--- src/rtl/hagg_pkg.sv ---
package hagg_pkg;
  typedef logic [7:0] byte_t;
  typedef enum logic {AGG_IDLE, AGG_RUN} agg_state_e;
  localparam int WORD_BYTES = 4;
endpackage

--- src/rtl/hagg_limit.sv ---
module hagg_limit #(
  parameter int LEN_W     = 32,
  parameter int IDX_W     = 6,
  parameter int BLK_BYTES = 64,
  parameter int WORD_B    = 4,
  localparam int POS_W    = LEN_W + 1
) (
  input  logic [IDX_W-1:0] resid_len,
  input  logic [LEN_W-1:0] req_len,
  input  logic             is_final,
  output logic [POS_W-1:0] total,
  output logic [POS_W-1:0] fwd_lim,
  output logic [POS_W-1:0] start_pos,
  output logic             overflow
);
  localparam logic [POS_W-1:0] BLK_MASK  = ~(POS_W'(BLK_BYTES - 1));
  localparam logic [POS_W-1:0] WORD_MASK = ~(POS_W'(WORD_B - 1));

  always_comb begin
    total     = {1'b0, req_len} + POS_W'(resid_len);
    overflow  = total[LEN_W];
    fwd_lim   = total & (is_final ? WORD_MASK : BLK_MASK);
    // nothing to forward: skip the residual bytes already in place
    start_pos = (fwd_lim == '0) ? POS_W'(resid_len) : '0;
  end
endmodule

--- src/rtl/hagg_resbuf.sv ---
module hagg_resbuf
  import hagg_pkg::*;
#(
  parameter int DEPTH = 64,
  localparam int IDX_W = $clog2(DEPTH)
) (
  input  logic             clk,
  input  logic             we,
  input  logic [IDX_W-1:0] widx,
  input  byte_t            wdata,
  input  logic [IDX_W-1:0] ra_idx,
  output byte_t            ra_data,
  input  logic [IDX_W-1:0] rb_idx,
  output byte_t            rb_data
);
  byte_t mem [DEPTH];

  for (genvar g = 0; g < DEPTH; g++) begin : g_ent
    logic ent_en;
    assign ent_en = we && (widx == IDX_W'(g));
    always_ff @(posedge clk) begin
      if (ent_en) mem[g] <= wdata;
    end
  end

  assign ra_data = mem[ra_idx];
  assign rb_data = mem[rb_idx];
endmodule

--- src/rtl/hagg_packer.sv ---
module hagg_packer
  import hagg_pkg::*;
(
  input  logic        clk,
  input  logic        rst_n,
  input  logic        byte_vld,
  input  byte_t       byte_in,
  output logic        byte_ok,
  output logic        word_vld,
  output logic [31:0] word,
  input  logic        word_rdy,
  output logic        empty
);
  localparam int CW  = $clog2(WORD_BYTES);
  localparam int ACC = (WORD_BYTES - 1) * 8;

  logic [CW-1:0]  cnt_q, cnt_d;
  logic [ACC-1:0] acc_q, acc_d;
  logic           vld_q, vld_d;
  logic [31:0]    word_q, word_d;
  logic           last;

  assign last    = (cnt_q == CW'(WORD_BYTES - 1));
  assign byte_ok = !last || !vld_q || word_rdy;

  always_comb begin
    cnt_d  = cnt_q;
    acc_d  = acc_q;
    word_d = word_q;
    vld_d  = vld_q && !word_rdy;
    if (byte_vld && byte_ok) begin
      if (last) begin
        word_d = {byte_in, acc_q};
        vld_d  = 1'b1;
        cnt_d  = '0;
      end else begin
        acc_d[cnt_q*8 +: 8] = byte_in;
        cnt_d = cnt_q + 1'b1;
      end
    end
  end

  always_ff @(posedge clk or negedge rst_n) begin
    if (!rst_n) begin
      cnt_q  <= '0;
      acc_q  <= '0;
      vld_q  <= 1'b0;
      word_q <= '0;
    end else begin
      cnt_q  <= cnt_d;
      acc_q  <= acc_d;
      vld_q  <= vld_d;
      word_q <= word_d;
    end
  end

  assign word_vld = vld_q;
  assign word     = word_q;
  assign empty    = (cnt_q == '0);


  hold_chk: assert property (@(posedge clk) disable iff (!rst_n)
    (vld_q && !word_rdy) |=> (vld_q && $stable(word_q)));
endmodule

--- src/rtl/stream_hash_aggregator.sv ---
module stream_hash_aggregator
  import hagg_pkg::*;
#(
  parameter int CNT_W     = 64,
  parameter int LEN_W     = 32,
  parameter int BLK_BYTES = 64,
  localparam int IDX_W    = $clog2(BLK_BYTES)
) (
  input  logic             clk,
  input  logic             rst_n,
  input  logic             req_valid,
  input  logic             req_final,
  input  logic [LEN_W-1:0] req_len,
  output logic             req_ready,
  output logic             req_err,
  input  logic             in_valid,
  input  logic [7:0]       in_byte,
  output logic             in_ready,
  output logic             out_valid,
  output logic [31:0]      out_word,
  input  logic             out_ready,
  output logic [CNT_W-1:0] ctx_total,
  output logic [IDX_W-1:0] ctx_resid_len,
  input  logic [IDX_W-1:0] ctx_rd_idx,
  output logic [7:0]       ctx_rd_byte,
  input  logic             ctx_load,
  input  logic [CNT_W-1:0] ctx_load_total,
  input  logic             ctx_wr_en,
  input  logic [IDX_W-1:0] ctx_wr_idx,
  input  logic [7:0]       ctx_wr_byte
);
  localparam int POS_W = LEN_W + 1;

  agg_state_e       st_q, st_d;
  logic [POS_W-1:0] pos_q, pos_d, end_q, end_d, lim_q, lim_d;
  logic [IDX_W-1:0] resid_q, resid_d;
  logic [CNT_W-1:0] fwd_q, fwd_d;
  logic             err_q, err_d;
  logic             short_q, short_d;

  logic [POS_W-1:0] lim_total, lim_fwd, lim_start, wr_off, rem;
  logic             lim_ovf;
  logic             running, pos_live, src_buf, to_pk, sink_ok, have_byte;
  logic             step, done, out_fire;
  byte_t            buf_ra, cur_byte, buf_wdata;
  logic             buf_we;
  logic [IDX_W-1:0] buf_widx;
  logic             pk_ok, pk_empty, pk_vld;

  hagg_limit #(
    .LEN_W(LEN_W), .IDX_W(IDX_W), .BLK_BYTES(BLK_BYTES), .WORD_B(WORD_BYTES)
  ) u_limit (
    .resid_len(resid_q),
    .req_len  (req_len),
    .is_final (req_final),
    .total    (lim_total),
    .fwd_lim  (lim_fwd),
    .start_pos(lim_start),
    .overflow (lim_ovf)
  );

  // byte stepping: position counts residual bytes first, then request bytes
  assign running   = (st_q == AGG_RUN);
  assign pos_live  = (pos_q != end_q);
  assign src_buf   = (pos_q < POS_W'(resid_q));
  assign to_pk     = (pos_q < lim_q);
  assign sink_ok   = to_pk ? pk_ok : 1'b1;
  assign have_byte = src_buf || in_valid;
  assign step      = running && pos_live && have_byte && sink_ok;
  assign in_ready  = running && pos_live && !src_buf && sink_ok;
  assign cur_byte  = src_buf ? buf_ra : in_byte;
  assign wr_off    = pos_q - lim_q;
  assign rem       = end_q - lim_q;
  assign pk_vld    = step && to_pk;
  assign out_fire  = out_valid && out_ready;
  assign done      = running && !pos_live && pk_empty && !out_valid;

  // buffer write port: compaction while running, context writes while idle
  always_comb begin
    if (running) begin
      buf_we    = step && !to_pk;
      buf_widx  = wr_off[IDX_W-1:0];
      buf_wdata = cur_byte;
    end else begin
      buf_we    = ctx_wr_en;
      buf_widx  = ctx_wr_idx;
      buf_wdata = ctx_wr_byte;
    end
  end

  hagg_resbuf #(.DEPTH(BLK_BYTES)) u_buf (
    .clk    (clk),
    .we     (buf_we),
    .widx   (buf_widx),
    .wdata  (buf_wdata),
    .ra_idx (pos_q[IDX_W-1:0]),
    .ra_data(buf_ra),
    .rb_idx (ctx_rd_idx),
    .rb_data(ctx_rd_byte)
  );

  hagg_packer u_pack (
    .clk     (clk),
    .rst_n   (rst_n),
    .byte_vld(pk_vld),
    .byte_in (cur_byte),
    .byte_ok (pk_ok),
    .word_vld(out_valid),
    .word    (out_word),
    .word_rdy(out_ready),
    .empty   (pk_empty)
  );

  always_comb begin
    st_d    = st_q;
    pos_d   = pos_q;
    end_d   = end_q;
    lim_d   = lim_q;
    resid_d = resid_q;
    fwd_d   = fwd_q;
    short_d = short_q;
    err_d   = 1'b0;
    if (out_fire) fwd_d = fwd_q + CNT_W'(WORD_BYTES);
    unique case (st_q)
      AGG_IDLE: begin
        if (ctx_load) begin
          fwd_d   = ctx_load_total & ~(CNT_W'(BLK_BYTES - 1));
          resid_d = ctx_load_total[IDX_W-1:0];
        end else if (req_valid) begin
          if (lim_ovf) begin
            err_d = 1'b1;
          end else begin
            st_d    = AGG_RUN;
            pos_d   = lim_start;
            end_d   = lim_total;
            lim_d   = lim_fwd;
            short_d = (lim_fwd == '0);
          end
        end
      end
      AGG_RUN: begin
        if (step) pos_d = pos_q + 1'b1;
        if (done) begin
          st_d    = AGG_IDLE;
          resid_d = rem[IDX_W-1:0];
          short_d = 1'b0;
        end
      end
      default: st_d = AGG_IDLE;
    endcase
  end

  always_ff @(posedge clk or negedge rst_n) begin
    if (!rst_n) begin
      st_q    <= AGG_IDLE;
      pos_q   <= '0;
      end_q   <= '0;
      lim_q   <= '0;
      resid_q <= '0;
      fwd_q   <= '0;
      err_q   <= 1'b0;
      short_q <= 1'b0;
    end else begin
      st_q    <= st_d;
      pos_q   <= pos_d;
      end_q   <= end_d;
      lim_q   <= lim_d;
      resid_q <= resid_d;
      fwd_q   <= fwd_d;
      err_q   <= err_d;
      short_q <= short_d;
    end
  end

  assign req_ready     = !running;
  assign req_err       = err_q;
  assign ctx_total     = fwd_q + CNT_W'(resid_q);
  assign ctx_resid_len = resid_q;


  reject_hold_chk: assert property (@(posedge clk) disable iff (!rst_n)
    (req_valid && req_ready && !ctx_load && lim_ovf)
      |=> (req_err && req_ready && $stable(ctx_total)));


  short_quiet_chk: assert property (@(posedge clk) disable iff (!rst_n)
    (short_q && running) |-> !out_valid);


  idle_drained_chk: assert property (@(posedge clk) disable iff (!rst_n)
    req_ready |-> (!out_valid && !in_ready));


  accept_busy_chk: assert property (@(posedge clk) disable iff (!rst_n)
    (req_valid && req_ready && !ctx_load && !lim_ovf) |=> !req_ready);
endmodule

--- config.mk ---
export PLATFORM = sky130hd
export DESIGN_NAME = stream_hash_aggregator
export DESIGN_NICKNAME = d
export VERILOG_FILES = /design/src/rtl/hagg_pkg.sv /design/src/rtl/hagg_limit.sv /design/src/rtl/hagg_resbuf.sv /design/src/rtl/hagg_packer.sv /design/src/rtl/stream_hash_aggregator.sv
export SDC_FILE = /design/constraint.sdc
export NUM_CORES = 1
export LEC_CHECK = 0
export ABC_AREA = 1
export BUFFER_PORTS_ARGS = -buffer_cell sky130_fd_sc_hd__buf_2
export CORE_ASPECT_RATIO = 2
export CORE_MARGIN = 2
export CORE_UTILIZATION = 47
export DETAILED_ROUTE_END_ITERATION = 12
export SETUP_SLACK_MARGIN = 0.3
export SLEW_MARGIN = 20
export SYNTH_ARGS = -nofsm -noshare
export SYNTH_HDL_FRONTEND = slang
export SYNTH_SLANG_ARGS = --single-unit
--- constraint.sdc ---
create_clock -name clk -period 6.4 [get_ports clk]
set_input_delay 0.64 -clock clk [delete_from_list [all_inputs] [get_ports clk]]
set_output_delay 0.64 -clock clk [all_outputs]
set_load 0.02 [all_outputs]
* Yosys cells after proc, flatten, opt, wreduce, memory -nomap -nowiden
Memory sizes are Yosys's and may differ from the RTL's.
Index checks and enable logic that the tools add are counted.
** Cells by class
- Shift-type cells :: 2
- Eq/ne operators :: 71
- Muxes and demuxes :: 348
- Add/subtract/negate cells :: 8
- Reductions and logical operators :: 158
- Divide/modulo/power cells :: 0
- Bitwise logic cells :: 5
- $mul :: 0
- $lt $le $gt $ge :: 2
** Operators with widths (number)
- $mux W8 :: 65
- $reduce_or A8 Y1 :: 63
- $mux W6 :: 68
- $mux W1 :: 203
- $eq A6 B6 Y1 const B :: 32
- $mux W64 :: 3
- $mux W33 :: 4
- $eq A6 B5 Y1 const B :: 16
- $logic_and A1 B1 Y1 :: 77
- $pmux W33 S2 :: 1
- $add A64 B3 Y64 const B :: 1
- $add A64 B6 Y64 :: 1
- $eq A6 B4 Y1 const B :: 8
- $neg A5 Y34 :: 1
- $shift A8 B34 Y24 const A :: 1
- $shiftx A8 B34 Y24 :: 1
- $add A32 B6 Y33 :: 1
- $add A33 B1 Y33 const B :: 1
- $and A33 B33 Y33 :: 1
- $logic_not A33 Y1 :: 1
- $lt A33 B33 Y1 :: 1
- $lt A33 B6 Y1 :: 1
- $ne A33 B32 Y1 :: 1
- $bwmux W24 :: 1
- other kinds (18) :: 41
** Storage, ports and cells
- Word-level logic and storage cells :: 606
- Register bits :: 229
- Input port bits :: 132
- RAM bits :: 512
- ROM bits :: 0
- Memories kept :: 1
- Output and inout port bits :: 114
- Bits in latches :: 0
** Memories
- u_buf.mem :: words 64, bits a word 8, read ports 2, clocked after Yosys merged registers in 0, wr ports 1, RTL line hagg_resbuf.sv:16 : byte_t mem [DEPTH];

* Depth between registers and ports, before layout
- Depth after elaboration :: 75
- Gate-level depth with buffers :: 17
- Gate-level depth less buffers :: 17

* Hierarchy
Synthesis repeated with hierarchy kept, for this count alone.
** Second synthesis, totals
- Cell total of the unflattened synthesis :: 5559
- Area total of the unflattened synthesis :: 43877.1 µm²
** Modules (own cells, without submodules)
- hagg_resbuf :: instances 1, cells an instance 3006, sequential area each 15374.7 µm², area each 26507.9 µm²
- stream_hash_aggregator :: instances 1, cells an instance 1868, sequential area each 4229.1 µm², area each 12694.7 µm²
- hagg_packer :: instances 1, cells an instance 282, sequential area each 1476.4 µm², area each 2617.5 µm²
- hagg_limit :: instances 1, cells an instance 403, sequential area each 0.0 µm², area each 2057.0 µm²

* Worst setup path before layout
Ideal clock, no wire load.
- Kind :: register -> register
- Start :: reg resid_q[2], in the netlist ctx_resid_len[2]
- End :: mem u_buf.mem[0][5] (netlist bit) (data pin)
- Library setup time :: 0.702 ns
- Slack :: 1.277 ns
- Arrival :: 4.421 ns
- Required time :: 5.698 ns
- Stages on the path, launching flop included :: 14
- Buffers on the path :: 1
- Cell sequence :: dfrtp_1 inv_1 ha_1 nand2_1 inv_1 o21ai_0 nand3_1 nand3_1 nand2_1 inv_1 clkbuf_1 or2_2 nand2_1 o21ai_0
** Between the ends
- Elaborated cells between the ends (all ways) :: 319
- Those cells by class :: order compare (1); mux (190); reduce/logical (128)
** RTL lines
- start, declared :: RTL line stream_hash_aggregator.sv:36 : logic [IDX_W-1:0] resid_q, resid_d;
- start signal, assigned :: RTL line stream_hash_aggregator.sv:168 : resid_q <= resid_d;
- $lt A33 B6 Y1 * :: RTL line stream_hash_aggregator.sv:65 : assign src_buf = (pos_q < POS_W'(resid_q));
- $mux W8 * :: RTL line stream_hash_aggregator.sv:71 : assign cur_byte = src_buf ? buf_ra : in_byte;
- $mux W8 * :: RTL line stream_hash_aggregator.sv:80 : if (running) begin
- net buf_wdata[5] :: RTL line stream_hash_aggregator.sv:45 : byte_t buf_ra, cur_byte, buf_wdata;
- $mux W8 (no source line) (62 in a row)
- $mux W8 (no source line) *
- end, declared :: RTL line hagg_resbuf.sv:16
Mark *: on every way through the listed nets, which the timed path passes. The rest lies on a longest branch.

* Worst setup path after layout
- Start :: reg fwd_q[22]
- End :: out ctx_total[55]
** Between the ends
- Longest elaborated chain between the ends :: 1
** Ends and longest elaborated chain
- start, declared :: RTL line stream_hash_aggregator.sv:37 : logic [CNT_W-1:0] fwd_q, fwd_d;
- start signal, assigned :: RTL line stream_hash_aggregator.sv:169 : fwd_q <= fwd_d;
- $add A64 B6 Y64 :: RTL line stream_hash_aggregator.sv:177 : assign ctx_total = fwd_q + CNT_W'(resid_q);
- end, declared :: RTL line stream_hash_aggregator.sv:22 : output logic [CNT_W-1:0] ctx_total,
Every way passes these cells.

==> flow_summary.toml <==
[status]
status = "completed"

[logic_synthesis]
ys_types = 51
syn_avg_cell_area_um2 = 8.44
synth_edf_count = 512
synthArstFlopShare = 0.280
ys.flop_type = "edfxtp_1"
syn_nets = 4866
yosysTopAreaCell = "edfxtp_1"
yosysTopAreaCellShare = 0.390
synth_area_leaders = "edfxtp_1, dfrtp_1, o21ai_0"
ys_warn_count = 0
syn_inst = 4675
synth_area_mm2 = 0.0395
yosysSeqAreaShare = 0.516
ys_seq_elements = 711

[final_layout]
drive_gt1_frac = 0.115
nNetsFinal = 5044
syn2layout_area_growth_pct = 13.2
nFillCells = 8001
design_area_mm2 = 0.0447
instances_no_fill = 5976

[critical_path]
worst_setup_path_start_kind = "flop"
reg2reg_to = "u_buf.mem[50][2]"
r2r_start = "pos_q[0]"
r2r_cells = 13
crit_fanout = 6
critical_path_class = "reg -> out"
end_kind = "output port"
reg2reg_slack_ns = 1.80
cp.arrival_ns = 4.01
cp.required_ns = 5.76

[hold_path]
hold_path_end = "fwd_q[6]"
holdCritPathClass = "in -> reg"
hold_path_startpoint = "ctx_load_total[6]"
min_path_cells = 3

[clock_network]
path_clk_slew_ns = 0.06
cts_root_buf = "clkbuf_16"
postCtsSetupBuffers = 0
cts_sinks = 711
cts_resized = 0
clk_path_buf_depth = 3
clk_latency_ns = 0.67
htree_levels = 3
cts_hold_buffers = 1
cts_tree = "done"
cts_made_buffers = 70

[grt]
antenna_found_initial = 5
gr-total-overflow = 0
grt.total_usage = 0.380
grt_max_degree = 177
grt_pass1_wl_um = 236000
grt_pass1_vias = 35500

[drt]
drtPass1Iterations = 6
drt-total-wl_um = 166000
drc = 0
antenna_left = 0
vias = 36300
detail_route.wl_per_cell_um = 27.7
vias_per_cell = 6.07
drtIter0Drc = 3894

[timing]
finalCritPeriodShare = 0.727
hold_viol = 0
period_needed_ns = 4.65
fin_ws_ns = 1.75
setup_tns_ns = 0
worst_slew_pin_slew_ns = 1.25
max_freq_mhz = 215
maxSlewHeadroom = 0.157
rsz0062_at_grt = "no"
fin_skew_ns = 0.0354
slew_violations = 0
setup_violations = 0

[place]
post_dp_cell_area_mm2 = 0.0421
finalWeightedCongestion = 1.02
place_ws_ns = 2.02
numPortBuffers = 245
place_hpwl_um = 119000
dp.cells = 5844

[die]
rows = 150
die_width_um = 209
coreArea_mm2 = 0.0833
die_h_um = 414
initial_utilization = 0.473
die_area_mm2 = 0.0864
num_io_pins = 246

[power]
ir_drop_mv = 0.306
powerDensity_mw_per_mm2 = 374
finalPower_w = 0.0167
power.leakage_nw = 17.8

[flow_run]
max_cap_violations = 0
## routing by layer
metal  up-vias  GRT usage  wire length (um)
met4         2      0.367             18800
met5         -          0                10
met3       684     0.0650             11300
met1     17300      0.363             51400
li1      16400          -                 -
met2      1880      0.681             84200
## power by group
| group | internal [W] | switching [W] |
|---|---|---|
| Clock | 0.00265 | 0.00192 |
| Sequential | 0.00570 | 0.000446 |
| Combinational | 0.00153 | 0.00445 |
## how the worst max path moves through the flow
stage                startpoint                to  slack [ns]  cells after the start
6_report              fwd_q[22]     ctx_total[55]        1.75                     10
5_1_grt               fwd_q[22]     ctx_total[55]        1.64                     10
4_1_cts        ctx_resid_len[3]     ctx_total[35]        1.87                     13
3_5_place_dp           pos_q[0]  u_buf.mem[57][2]        2.02                     13
3_3_place_gp      ctx_rd_idx[0]    ctx_rd_byte[7]        2.02                      9
2_1_floorplan  ctx_resid_len[2]   u_buf.mem[0][5]        1.28                     13
## sequential cells by signal, summed over array words and instances (netlist names)
name	flops
end_q	31
pos_q	33
u_pack.cnt_q	2
u_pack.word_vld	1
ctx_resid_len	6
req_err	1
running	1
fwd_q	62
lim_q	6
u_pack.word	32
u_buf.mem	512
u_pack.acc_q	24
## cells by family after synthesis
kind of cell,share of synthesized area
AO/OA/AOI/OAI,0.179
AND/OR/NAND/NOR,0.188
buffers and inverters,0.0686
XOR/XNOR,0.0293
adder cells (fa/ha/maj),0.0193
flip-flops,0.516
## layout make-up
cell class                      count  area, um^2  share of cell area
Inverter                          398        1500              0.0336
Antenna cell                        2        5.00            0.000112
Tap cell                         1064        1330              0.0298
Clock inverter                     37         479              0.0107
Multi-Input combinational cell   3291       16500               0.370
Sequential cell                   711       20400               0.456
Clock buffer                       92        2020              0.0453
Timing Repair Buffer              381        2440              0.0546
## worst max-delay path, cell delays in order, from the launching register on
cell,delay (ns)
dfrtp_1,0.55
nand2_1,0.18
nor3_1,0.31
inv_1,0.10
nor2_1,0.27
nand3_1,0.16
nor3_1,0.79
nand4_1,0.37
nor2_1,0.24
xor2_1,0.18
buf_2,0.19
## through the flow
stage | hold WS [ns] | utilization
after global routing | 0.198 | 0.536
after floorplan | 0.344 | -
after global placement | 0.449 | 0.506
final | 0.192 | 0.536
after detailed placement | 0.453 | 0.506
after CTS | 0.150 | 0.536
## placed cells by master (no fill, tap or decap), drive strengths merged, types with 11 or more instances in the layout
cell,netlist,layout
a211oi,11,11
a21oi,379,379
buf,97,380
clkbuf,178,92
clkinv,3,19
dfrtp,199,199
edfxtp,512,512
ha,56,56
inv,395,402
nand2,747,747
nand3,201,201
nand3b,11,11
nand4,70,70
nor2,659,659
nor3,53,53
nor4,21,21
o211ai,87,87
o21ai,781,781
o221ai,15,15
o22ai,20,20
or2,12,12
xnor2,33,33
xor2,99,99
## cells in the mapped netlist, types with 3 or more instances
master      n
o21ai_0   767
nand2_1   739
nor2_1    645
edfxtp_1  512
inv_1     385
a21oi_1   378
nand3_1   201
dfrtp_1   199
clkbuf_1  177
xor2_1     99
o211ai_1   87
nand4_1    68
buf_2      61
ha_1       56
nor3_1     51
xnor2_1    33
o22ai_1    20
nor4_1     19
buf_1      18
o221ai_1   15
o21ai_1    13
a211oi_1   11
nand3b_1   11
nor2_2     11
or2_2      11
inv_2      10
buf_4       9
buf_6       9
a31oi_1     7
a32o_1      6
o311ai_0    6
nand2_4     5
clkinv_1    3
fa_1        3
nand2_2     3
nor2_4      3
o31ai_1     3
(Power assumes the default switching activity.)
